File: config.mk
export PLATFORM = sky130hd
export DESIGN_NAME = noc_ni_pkt
export DESIGN_NICKNAME = d
export VERILOG_FILES = /design/src/rtl/noc_ni_pkg.sv /design/src/rtl/noc_ni_route_lut.sv /design/src/rtl/noc_ni_tx.sv /design/src/rtl/noc_ni_rx.sv /design/src/rtl/noc_ni_pkt.sv
export SDC_FILE = /design/constraint.sdc
export NUM_CORES = 1
export LEC_CHECK = 0
export ABC_CLOCK_PERIOD_IN_PS = 14450
export BUFFER_PORTS_ARGS = -buffer_cell sky130_fd_sc_hd__buf_2
export CAP_MARGIN = 5
export CORE_MARGIN = 2
export CORE_UTILIZATION = 35
export CTS_CLUSTER_DIAMETER = 30
export DETAILED_ROUTE_END_ITERATION = 16
export GPL_TIMING_DRIVEN = 0
export PLACE_DENSITY = 0.57
export SLEW_MARGIN = 20
export SYNTH_ARGS = -nofsm -noshare
export SYNTH_HDL_FRONTEND = slang
export SYNTH_HIERARCHICAL = 1
export SYNTH_SLANG_ARGS = --single-unit
export TNS_END_PERCENT = 20
File: constraint.sdc
create_clock -name clk -period 14.45 [get_ports clk]
set_clock_uncertainty 0.2 [all_clocks]
set_input_delay 1.445 -clock clk [delete_from_list [all_inputs] [get_ports clk]]
set_output_delay 1.445 -clock clk [all_outputs]
set_load 0.02 [all_outputs]
File: src/rtl/noc_ni_pkg.sv
package noc_ni_pkg;
  localparam int FLIT_W  = 32;
  localparam int NODE_W  = 3;
  localparam int HOPS    = 4;
  localparam int PORT_W  = 2;
  localparam int ROUTE_W = HOPS * PORT_W;
  localparam int NUM_DEST = 1 << NODE_W;

  typedef struct packed {
    logic [4:0]         pad;
    logic [2:0]         nwords;
    logic [3:0]         pidx;
    logic [3:0]         bid;
    logic [1:0]         cmd;
    logic [NODE_W-1:0]  src;
    logic [NODE_W-1:0]  dst;
    logic [ROUTE_W-1:0] route;
  } hdr_t;

  function automatic logic [ROUTE_W-1:0] route_of(input int d);
    logic [ROUTE_W-1:0] r;
    r = '0;
    for (int k = 0; k < HOPS; k++) r[k*PORT_W +: PORT_W] = PORT_W'((d + k) % (1 << PORT_W));
    return r;
  endfunction
endpackage

File: src/rtl/noc_ni_route_lut.sv
module noc_ni_route_lut
  import noc_ni_pkg::*;
(
  input  logic [NODE_W-1:0]  dest,
  output logic [ROUTE_W-1:0] route
);
  logic [ROUTE_W-1:0] tbl [NUM_DEST];

  for (genvar g = 0; g < NUM_DEST; g++) begin : g_ent
    assign tbl[g] = route_of(g);
  end

  assign route = tbl[dest];
endmodule

File: src/rtl/noc_ni_tx.sv
module noc_ni_tx
  import noc_ni_pkg::*;
#(
  parameter int MAX_BEATS = 4
) (
  input  logic                          clk,
  input  logic                          rst_n,
  input  logic                          start,
  input  logic [FLIT_W-1:0]             hdr,
  input  logic [FLIT_W-1:0]             addr,
  input  logic [$clog2(MAX_BEATS+1)-1:0] len,
  input  logic [MAX_BEATS*FLIT_W-1:0]   data,
  output logic                          busy,
  output logic                          out_valid,
  input  logic                          out_ready,
  output logic [FLIT_W-1:0]             out_flit,
  output logic                          out_last
);
  localparam int LEN_W  = $clog2(MAX_BEATS + 1);
  localparam int IDX_W  = $clog2(MAX_BEATS + 2);
  localparam int BEAT_W = (MAX_BEATS > 1) ? $clog2(MAX_BEATS) : 1;

  logic [IDX_W-1:0]                    idx;
  logic [FLIT_W-1:0]                   hdr_q, addr_q;
  logic [LEN_W-1:0]                    len_q;
  logic [MAX_BEATS-1:0][FLIT_W-1:0]    data_q;
  logic [BEAT_W-1:0]                   beat;
  logic                                last_w;

  assign last_w = (idx == IDX_W'(len_q) + IDX_W'(1));
  assign beat   = BEAT_W'(idx - IDX_W'(2));

  always_ff @(posedge clk) begin
    if (!rst_n) begin
      busy <= 1'b0;
      idx  <= '0;
    end else if (start) begin
      busy   <= 1'b1;
      idx    <= '0;
      hdr_q  <= hdr;
      addr_q <= addr;
      len_q  <= len;
      data_q <= data;
    end else if (busy && out_ready) begin
      if (last_w) busy <= 1'b0;
      else        idx  <= idx + IDX_W'(1);
    end
  end

  always_comb begin
    if (idx == '0)               out_flit = hdr_q;
    else if (idx == IDX_W'(1))   out_flit = addr_q;
    else                         out_flit = data_q[beat];
  end

  assign out_valid = busy;
  assign out_last  = busy && last_w;

  AST_FLIT_HOLD: assert property (@(posedge clk) disable iff (!rst_n)
    out_valid && !out_ready |=> out_valid && $stable(out_flit) && $stable(out_last));
  AST_TAIL_ENDS: assert property (@(posedge clk) disable iff (!rst_n)
    out_valid && out_ready && out_last |=> !out_valid);
endmodule

File: src/rtl/noc_ni_rx.sv
module noc_ni_rx
  import noc_ni_pkg::*;
#(
  parameter int MAX_BEATS = 4
) (
  input  logic                           clk,
  input  logic                           rst_n,
  input  logic                           in_valid,
  output logic                           in_ready,
  input  logic [FLIT_W-1:0]              in_flit,
  input  logic                           in_last,
  output logic                           rsp_valid,
  input  logic                           rsp_ready,
  output logic [FLIT_W-1:0]              rsp_hdr,
  output logic [$clog2(MAX_BEATS+1)-1:0] rsp_len,
  output logic [MAX_BEATS*FLIT_W-1:0]    rsp_data
);
  localparam int LEN_W  = $clog2(MAX_BEATS + 1);
  localparam int BEAT_W = (MAX_BEATS > 1) ? $clog2(MAX_BEATS) : 1;

  logic                              full, mid, fire;
  logic [LEN_W-1:0]                  cnt_q;
  logic [MAX_BEATS-1:0][FLIT_W-1:0]  data_q;

  assign in_ready = !full;
  assign fire     = in_valid && in_ready;

  always_ff @(posedge clk) begin
    if (!rst_n) begin
      full  <= 1'b0;
      mid   <= 1'b0;
      cnt_q <= '0;
    end else begin
      if (full && rsp_ready) full <= 1'b0;
      if (fire) begin
        if (!mid) begin
          rsp_hdr <= in_flit;
          cnt_q   <= '0;
          if (in_last) full <= 1'b1;
          else         mid  <= 1'b1;
        end else begin
          if (cnt_q < LEN_W'(MAX_BEATS)) begin
            data_q[BEAT_W'(cnt_q)] <= in_flit;
            cnt_q                  <= cnt_q + LEN_W'(1);
          end
          if (in_last) begin
            full <= 1'b1;
            mid  <= 1'b0;
          end
        end
      end
    end
  end

  assign rsp_valid = full;
  assign rsp_len   = cnt_q;
  assign rsp_data  = data_q;

  AST_RSP_AFTER_TAIL: assert property (@(posedge clk) disable iff (!rst_n)
    $rose(rsp_valid) |-> $past(in_valid && in_ready && in_last));
  AST_RSP_HOLD: assert property (@(posedge clk) disable iff (!rst_n)
    rsp_valid && !rsp_ready |=> rsp_valid && $stable(rsp_hdr) && $stable(rsp_len) && $stable(rsp_data));
endmodule

File: src/rtl/noc_ni_pkt.sv
module noc_ni_pkt
  import noc_ni_pkg::*;
#(
  parameter int MAX_BEATS = 4,
  parameter int MAX_OUT   = 4,
  parameter int NODE_ID   = 5
) (
  input  logic                           clk,
  input  logic                           rst_n,
  input  logic                           req_valid,
  output logic                           req_ready,
  input  logic [1:0]                     req_cmd,
  input  logic [NODE_W-1:0]              req_dest,
  input  logic [3:0]                     req_bid,
  input  logic [3:0]                     req_pidx,
  input  logic [FLIT_W-1:0]              req_addr,
  input  logic [$clog2(MAX_BEATS+1)-1:0] req_len,
  input  logic [MAX_BEATS*FLIT_W-1:0]    req_data,
  output logic                           out_valid,
  input  logic                           out_ready,
  output logic [FLIT_W-1:0]              out_flit,
  output logic                           out_last,
  input  logic                           in_valid,
  output logic                           in_ready,
  input  logic [FLIT_W-1:0]              in_flit,
  input  logic                           in_last,
  output logic                           rsp_valid,
  input  logic                           rsp_ready,
  output logic [FLIT_W-1:0]              rsp_hdr,
  output logic [$clog2(MAX_BEATS+1)-1:0] rsp_len,
  output logic [MAX_BEATS*FLIT_W-1:0]    rsp_data
);
  localparam int OUT_W = $clog2(MAX_OUT + 1);

  logic [ROUTE_W-1:0] route;
  hdr_t               hdr;
  logic               tx_busy, accept, deliver;
  logic [OUT_W-1:0]   out_cnt;

  noc_ni_route_lut u_lut (.dest(req_dest), .route(route));

  always_comb begin
    hdr        = '0;
    hdr.route  = route;
    hdr.dst    = req_dest;
    hdr.src    = NODE_W'(NODE_ID);
    hdr.cmd    = req_cmd;
    hdr.bid    = req_bid;
    hdr.pidx   = req_pidx;
    hdr.nwords = 3'(req_len);
  end

  assign req_ready = !tx_busy && (out_cnt < OUT_W'(MAX_OUT));
  assign accept    = req_valid && req_ready;
  assign deliver   = rsp_valid && rsp_ready;

  always_ff @(posedge clk) begin
    if (!rst_n) out_cnt <= '0;
    else begin
      case ({accept, deliver})
        2'b10:   out_cnt <= out_cnt + OUT_W'(1);
        2'b01:   if (out_cnt != '0) out_cnt <= out_cnt - OUT_W'(1);
        default: out_cnt <= out_cnt;
      endcase
    end
  end

  noc_ni_tx #(.MAX_BEATS(MAX_BEATS)) u_tx (
    .clk(clk), .rst_n(rst_n), .start(accept), .hdr(hdr), .addr(req_addr),
    .len(req_len), .data(req_data), .busy(tx_busy), .out_valid(out_valid),
    .out_ready(out_ready), .out_flit(out_flit), .out_last(out_last));

  noc_ni_rx #(.MAX_BEATS(MAX_BEATS)) u_rx (
    .clk(clk), .rst_n(rst_n), .in_valid(in_valid), .in_ready(in_ready),
    .in_flit(in_flit), .in_last(in_last), .rsp_valid(rsp_valid),
    .rsp_ready(rsp_ready), .rsp_hdr(rsp_hdr), .rsp_len(rsp_len), .rsp_data(rsp_data));

  AST_NO_OVERFLOW: assert property (@(posedge clk) disable iff (!rst_n)
    out_cnt <= OUT_W'(MAX_OUT));
  AST_BUSY_BLOCKS: assert property (@(posedge clk) disable iff (!rst_n)
    out_valid |-> !req_ready);
  AST_SAME_CYCLE: assert property (@(posedge clk) disable iff (!rst_n)
    accept && deliver |=> out_cnt == $past(out_cnt));
endmodule

==> results.sh, run 1 <==
export IMPL_p_sw_share_pct=21.2
export IMPL_grt_use_met2_pct=26.4
export IMPL_top_usage_layer="met2"
export IMPL_synth_edf_count=355
export IMPL_layout_common_cells="buf_2 (423), edfxtp_1 (355), nand2_1 (76), clkbuf_16 (72), nor2_1 (37)"
export IMPL_syn_cell_area_mm2=0.0131
export IMPL_critical_path_required_ps=12810
export IMPL_drive_above_1_share_pct=49.4
export IMPL_postPlaceCellArea_mm2=0.0160
export IMPL_hpwl_mm=22.4
export IMPL_hold_class="flop to flop"
export IMPL_ys_types=48
export IMPL_critPathLaunchType="flop"
export IMPL_synth_seq_cells=367
export IMPL_drt_pass1_iter_count=4
export IMPL_grt_max_degree=60
export IMPL_worstMarginPinSlew_ps=604
export IMPL_core_area_mm2=0.0367
export IMPL_async_flop_share_pct=0
export IMPL_wire_per_inst_um=18.8
export IMPL_n_fill_cell=3076
export IMPL_gr_usage_met3_pct=7.44
export IMPL_clk_insertion_delay_late_ps=570
export IMPL_drc=0
export IMPL_die_w_um=197
export IMPL_worstSetupPathType="flop to output pin"
export IMPL_cts_resized=0
export IMPL_final_common_cell="buf_2"
export IMPL_drt_iter0_drc=316
export IMPL_nNetsFinal=1378
export IMPL_die_area_mm2=0.0390
export IMPL_rsz0062_at_grt="false"
export IMPL_reg2reg_depth=5
export IMPL_postSynthCellCount=649
export IMPL_cp_arrival_ps=3120
export IMPL_cts_tree="built"
export IMPL_cts_root_buf="clkbuf_16"
export IMPL_post_cts_setup_buffers=0
export IMPL_grt_usage_pct=16.1
export IMPL_hold_path_depth=2
export IMPL_routed_via_count=7685
export IMPL_cts_max_level=3
export IMPL_period_needed_ps=4770
export IMPL_routabilityCongestion=0.761
export IMPL_initial_core_util_pct=35.7
export IMPL_cts_sinks=367
export IMPL_final_setup_tns_ps=0
export IMPL_p_sw_w=0.000646
export IMPL_crit_fanout=10
export IMPL_via_per_inst=4.57
export IMPL_fin_area_mm2=0.0185
export IMPL_synth_seq_area_share_pct=83.3
export IMPL_pwr_share_seq_pct=40.2
export IMPL_internal_power_w=0.00239
export IMPL_power_density_mw_per_mm2=164
export IMPL_cts_buffer_depth=3
export IMPL_die_h_um=197
export IMPL_hold_viol_final=0
export IMPL_period_share_pct=33.0
export IMPL_use_met1_pct=18.3
export IMPL_grt_antenna_before_repair=13
export IMPL_drv_cap=0
export IMPL_placement_io_buffers=414
export IMPL_fmax_ghz=0.210
export IMPL_cts_hold_buffers=0
export IMPL_grt_pass1_vias=7821
export IMPL_synth_main_ff_cell="edfxtp_1"
export IMPL_outcome="completed"
export IMPL_ant_nets=0
export IMPL_syn_to_final_growth_pct=41.1
export IMPL_yosys_warnings=6
export IMPL_syn_avg_cell_area_um2=20.2
export IMPL_numCtsBuffers=72
export IMPL_overflow=0
export IMPL_p_leak_nw=7.15
export IMPL_rows=70
export IMPL_ir_drop_v=0.000145
export IMPL_power_frac_comb_pct=4.7
export IMPL_drv_slew=0
export IMPL_setup_violations=0
export IMPL_io_pins=415
export IMPL_grt_pass1_wl_mm=46.2
export IMPL_clkPwrFrac_pct=55.1
export IMPL_end_kind="output pin"
export IMPL_clk_pin_slew_ps=40
export IMPL_setup_slack_ps=9680
export IMPL_slew_headroom_pct=59.7
export IMPL_pre_cts_ws_ps=10070
export IMPL_drt_total_wl_mm=31.5
cell usage after synthesis, drive strengths merged, types with 2 or more instances:
cell type,number,share of area (%)
a21oi,4,0.15
a311oi,2,0.13
a31oi,35,1.8
a41o,2,0.15
and2,7,0.36
and3,3,0.18
buf,21,1.3
clkbuf,8,0.23
conb,2,0.057
dfxtp,12,1.8
edfxtp,355,81
ha,9,0.86
inv,10,0.29
mux2i,2,0.15
mux4,32,5.6
nand2,76,2.2
nand2b,2,0.096
nor2,37,1.1
nor2b,3,0.14
nor3b,2,0.20
o21ai,4,0.15
or2b,2,0.11
xnor2,2,0.13
xor2,4,0.41
logic make-up after synthesis:
| logic type | count (synthesis) | share of synthesized area, % |
|---|---|---|
| AND/OR/NAND/NOR | 138 | 4.66 |
| multiplexers | 35 | 5.89 |
| other | 2 | 0.0574 |
| XOR/XNOR | 7 | 0.717 |
| buffers and inverters | 39 | 1.84 |
| flip-flops | 367 | 83.3 |
| adder cells (fa/ha/maj) | 9 | 0.860 |
| AO/OA/AOI/OAI | 52 | 2.71 |
state kept, by name, indices dropped and copies added, names as in the netlist:
signal,count
u_rx/rsp_len,3
u_tx/hdr_q,32
u_tx/len_q,3
u_rx/mid,1
u_tx/idx,3
u_rx/rsp_hdr,32
u_tx/data_q,128
u_rx/rsp_data,128
u_tx/addr_q,32
out_cnt,3
u_tx/busy,1
u_rx/rsp_valid,1
area by class of cell:
| class | instances | area [µm²] | share of cell area, % |
|---|---|---|---|
| Timing Repair Buffer | 425 | 2250 | 12.2 |
| Sequential cell | 367 | 10900 | 59.0 |
| Clock buffer | 78 | 1820 | 9.88 |
| Clock inverter | 52 | 682 | 3.69 |
| Buffer | 29 | 203 | 1.10 |
| Antenna cell | 3 | 7.51 | 0.0406 |
| Tap cell | 468 | 586 | 3.17 |
| Inverter | 10 | 37.5 | 0.203 |
| Multi-Input combinational cell | 249 | 1980 | 10.7 |
worst max-delay path, stage by stage (launching register included):
cell and delay, ps:
dfxtp_1 330, buf_2 260, buf_2 340, inv_1 100, ha_1 210, nand2b_1 60
buf_2 210, buf_1 480, nor2_1 70, a31oi_1 240, buf_2 240
power by group through the flow:
stage          sequential [W]  clock (W)  combinational [W]
6_report              0.00122    0.00167           0.000144
5_1_grt               0.00122    0.00176           0.000158
4_1_cts               0.00122    0.00171           0.000147
3_5_place_dp          0.00124          0           0.000147
3_3_place_gp          0.00125          0           0.000139
2_1_floorplan         0.00125          0          0.0000650
per-layer routing:
| metal | up-vias | routed length [µm] |
|---|---|---|
| met3 | 68 | 3490 |
| li1 | 3575 | - |
| met2 | 383 | 15300 |
| met1 | 3641 | 11900 |
| met4 | 18 | 711 |
| met5 | - | 126 |
worst paths after layout:
path	start	to	slack [ps]
setup / recovery	u_tx/idx[1]	out_flit[25]	9680
hold / removal	u_tx/idx[2]	u_tx/idx[2]	340
setup reg to reg	u_tx/busy	u_tx/data_q[96]	11760
hold reg to reg	u_tx/idx[2]	u_tx/idx[2]	340
through the flow:
stage	hold slack (ps)	power, W	cells	util [%]
CTS	339	0.00308	1678	50.3
global placement	315	0.00139	1537	43.0
floorplan	277	0.00132	655	-
global route	362	0.00314	1680	50.3
finish	340	0.00304	1681	50.3
detailed placement	338	0.00139	1548	43.5
Note: power is estimated with default switching activity, not from simulation.
==> run 2: changes to the inputs <==
Settings changed: ABC_CLOCK_PERIOD_IN_PS 14450 to 4450.
Clock period 14.45 ns to 4.45 ns, I/O delays scaled along.
==> results.sh, run 2 (synthesis gave the netlist of run 1 again) <==
export IMPL_final_util_pct=56.0
export IMPL_period_needed_ps=3940
export IMPL_wire_per_inst_um=18.5
export IMPL_grt_pass1_vias=9274
export IMPL_multiInputGateArea_mm2=0.00198
export IMPL_routed_via_count=8530
export IMPL_n_fill_cell=2790
export IMPL_slowest_stage="buf_1"
export IMPL_grt_antenna_before_repair=3
export IMPL_cp_buffers_inverters=6
export IMPL_drv_cap=0
export IMPL_critPathLaunchType="flop"
export IMPL_rsz0062_at_grt="false"
export IMPL_reg2reg_depth=6
export IMPL_clk_insertion_delay_late_ps=600
export IMPL_drv_slew=0
export IMPL_end_kind="output pin"
export IMPL_rrSetupSlack_ps=1890
export IMPL_slew_headroom_pct=55.1
export IMPL_reg2reg_from="u_rx/rsp_valid"
export IMPL_period_share_pct=88.4
export IMPL_cts_max_level=3
export IMPL_ir_drop_v=0.000374
export IMPL_io_pins=415
export IMPL_hold_class="primary input to flop"
export IMPL_setup_slack_ps=514
export IMPL_crit_fanout=10
export IMPL_cts_resized=0
export IMPL_crit_top_cell="buf_2"
export IMPL_via_per_inst=4.51
export IMPL_cts_sinks=367
export IMPL_critPathTopFamily="buffers and inverters"
export IMPL_die_h_um=197
export IMPL_timing_hold_ws_ps=140
export IMPL_nNetsFinal=1588
export IMPL_p_total_w=0.00991
export IMPL_regArea_mm2=0.0109
export IMPL_grt_pass1_wl_mm=51.9
export IMPL_routabilityCongestion=0.763
export IMPL_drt_iter0_drc=385
export IMPL_cp_arrival_ps=3290
export IMPL_p_leak_nw=8.00
export IMPL_syn_to_final_growth_pct=57.0
export IMPL_power_density_mw_per_mm2=482
export IMPL_grt_max_degree=58
export IMPL_worst_r2r_endpoint="u_rx/rsp_hdr[19]"
export IMPL_final_common_cell="buf_2"
export IMPL_cts_buffer_depth=3
export IMPL_overflow=0
export IMPL_crit_chain="buf_2, buf_2, inv_1, ha_1, nand2b_1, buf_2, buf_1, nor2_1, a31oi_1, buf_2"
export IMPL_postPlaceCellArea_mm2=0.0160
export IMPL_hpwl_mm=22.6
export IMPL_critPathMaxStageDelay_ps=500
export IMPL_fmax_ghz=0.254
export IMPL_core_area_mm2=0.0367
export IMPL_numCtsBuffers=70
export IMPL_outcome="completed"
export IMPL_cts_tree="built"
export IMPL_critical_path_required_ps=3810
export IMPL_worstHoldStart="req_valid"
export IMPL_fin_area_mm2=0.0205
export IMPL_grt_usage_pct=17.8
export IMPL_setup_violations=0
export IMPL_hold_path_depth=4
export IMPL_drt_pass1_iter_count=7
export IMPL_cts_root_buf="clkbuf_16"
export IMPL_die_area_mm2=0.0390
export IMPL_die_w_um=197
export IMPL_clk_pin_slew_ps=50
export IMPL_placement_io_buffers=414
export IMPL_pre_cts_ws_ps=1070
export IMPL_hold_viol_final=0
export IMPL_drc=0
export IMPL_initial_core_util_pct=35.7
export IMPL_layout_common_cells="buf_2 (423), edfxtp_1 (355), dlygate4sd3_1 (213), nand2_1 (76), clkbuf_16 (70)"
export IMPL_rows=70
export IMPL_drt_total_wl_mm=35.1
export IMPL_drive_above_1_share_pct=41.8
export IMPL_worstSetupPathType="flop to output pin"
export IMPL_ant_nets=0
export IMPL_whs_endpoint="out_cnt[1]"
export IMPL_worstMarginPinSlew_ps=671
[run 2: changes by cell type in the layout (fill, tap and decap cells not counted), moves of 4 or more]
cell and delta:
clkinv_1 +4, clkinv_8 -4, clkinvlp_4 +4, buf_12 -4
dlygate4sd3_1 +213, clkinv_16 +4
[run 2: power by group]
part | internal [W] | switching [W] | leakage [nW] | total [W]
combinational | 0.000314 | 0.000314 | 3.48 | 0.000628
sequential | 0.00393 | 0.0000357 | 3.36 | 0.00397
clock | 0.00343 | 0.00188 | 1.16 | 0.00531
[run 2: layout make-up]
type	count	share of cell area, %
Tap cell	468	2.85
Buffer	29	0.986
Antenna cell	1	0.0122
Multi-Input combinational cell	249	9.65
Sequential cell	367	53.0
Timing Repair Buffer	637	21.4
Inverter	10	0.183
Clock inverter	56	3.32
Clock buffer	74	8.60
[run 2: worst max-delay path by stage]
stage                      startpoint               end  cells after the start
after global routing      u_tx/idx[1]      out_flit[20]                     10
after detailed placement  u_tx/idx[1]      out_flit[20]                     10
after floorplan             req_valid    u_tx/addr_q[0]                      2
after global placement          rst_n  u_rx/rsp_hdr[31]                      3
after CTS                 u_tx/idx[1]      out_flit[20]                     10
final                     u_tx/idx[1]      out_flit[20]                     10
[run 2: worst reg2reg max path: stages (launching register included)]
cell,delay (ps)
dfxtp_1,370
or2b_1,270
nor3b_2,590
buf_6,240
buf_4,170
buf_4,200
buf_4,220
[run 2: metrics by stage]
step	instances	TNS (ps)
final	1891	0
after global routing	1891	0
after CTS	1890	0
after detailed placement	1547	0
after global placement	1537	-148450
after floorplan	655	0
[run 2: metal layers]
layer  GRT usage [%]  up-vias  part of all wire [%]
met2            30.9      428                    50
met5               0        -                 0.046
met3            6.39       45                   9.1
li1                -     3990                     -
met1            20.0     4065                    38
met4            7.27        2                   2.0
[run 2: repair_timing]
action,in CTS,in global routing
hold endpoints to repair,349,0
buffers inserted,0,0
hold buffers,213,0
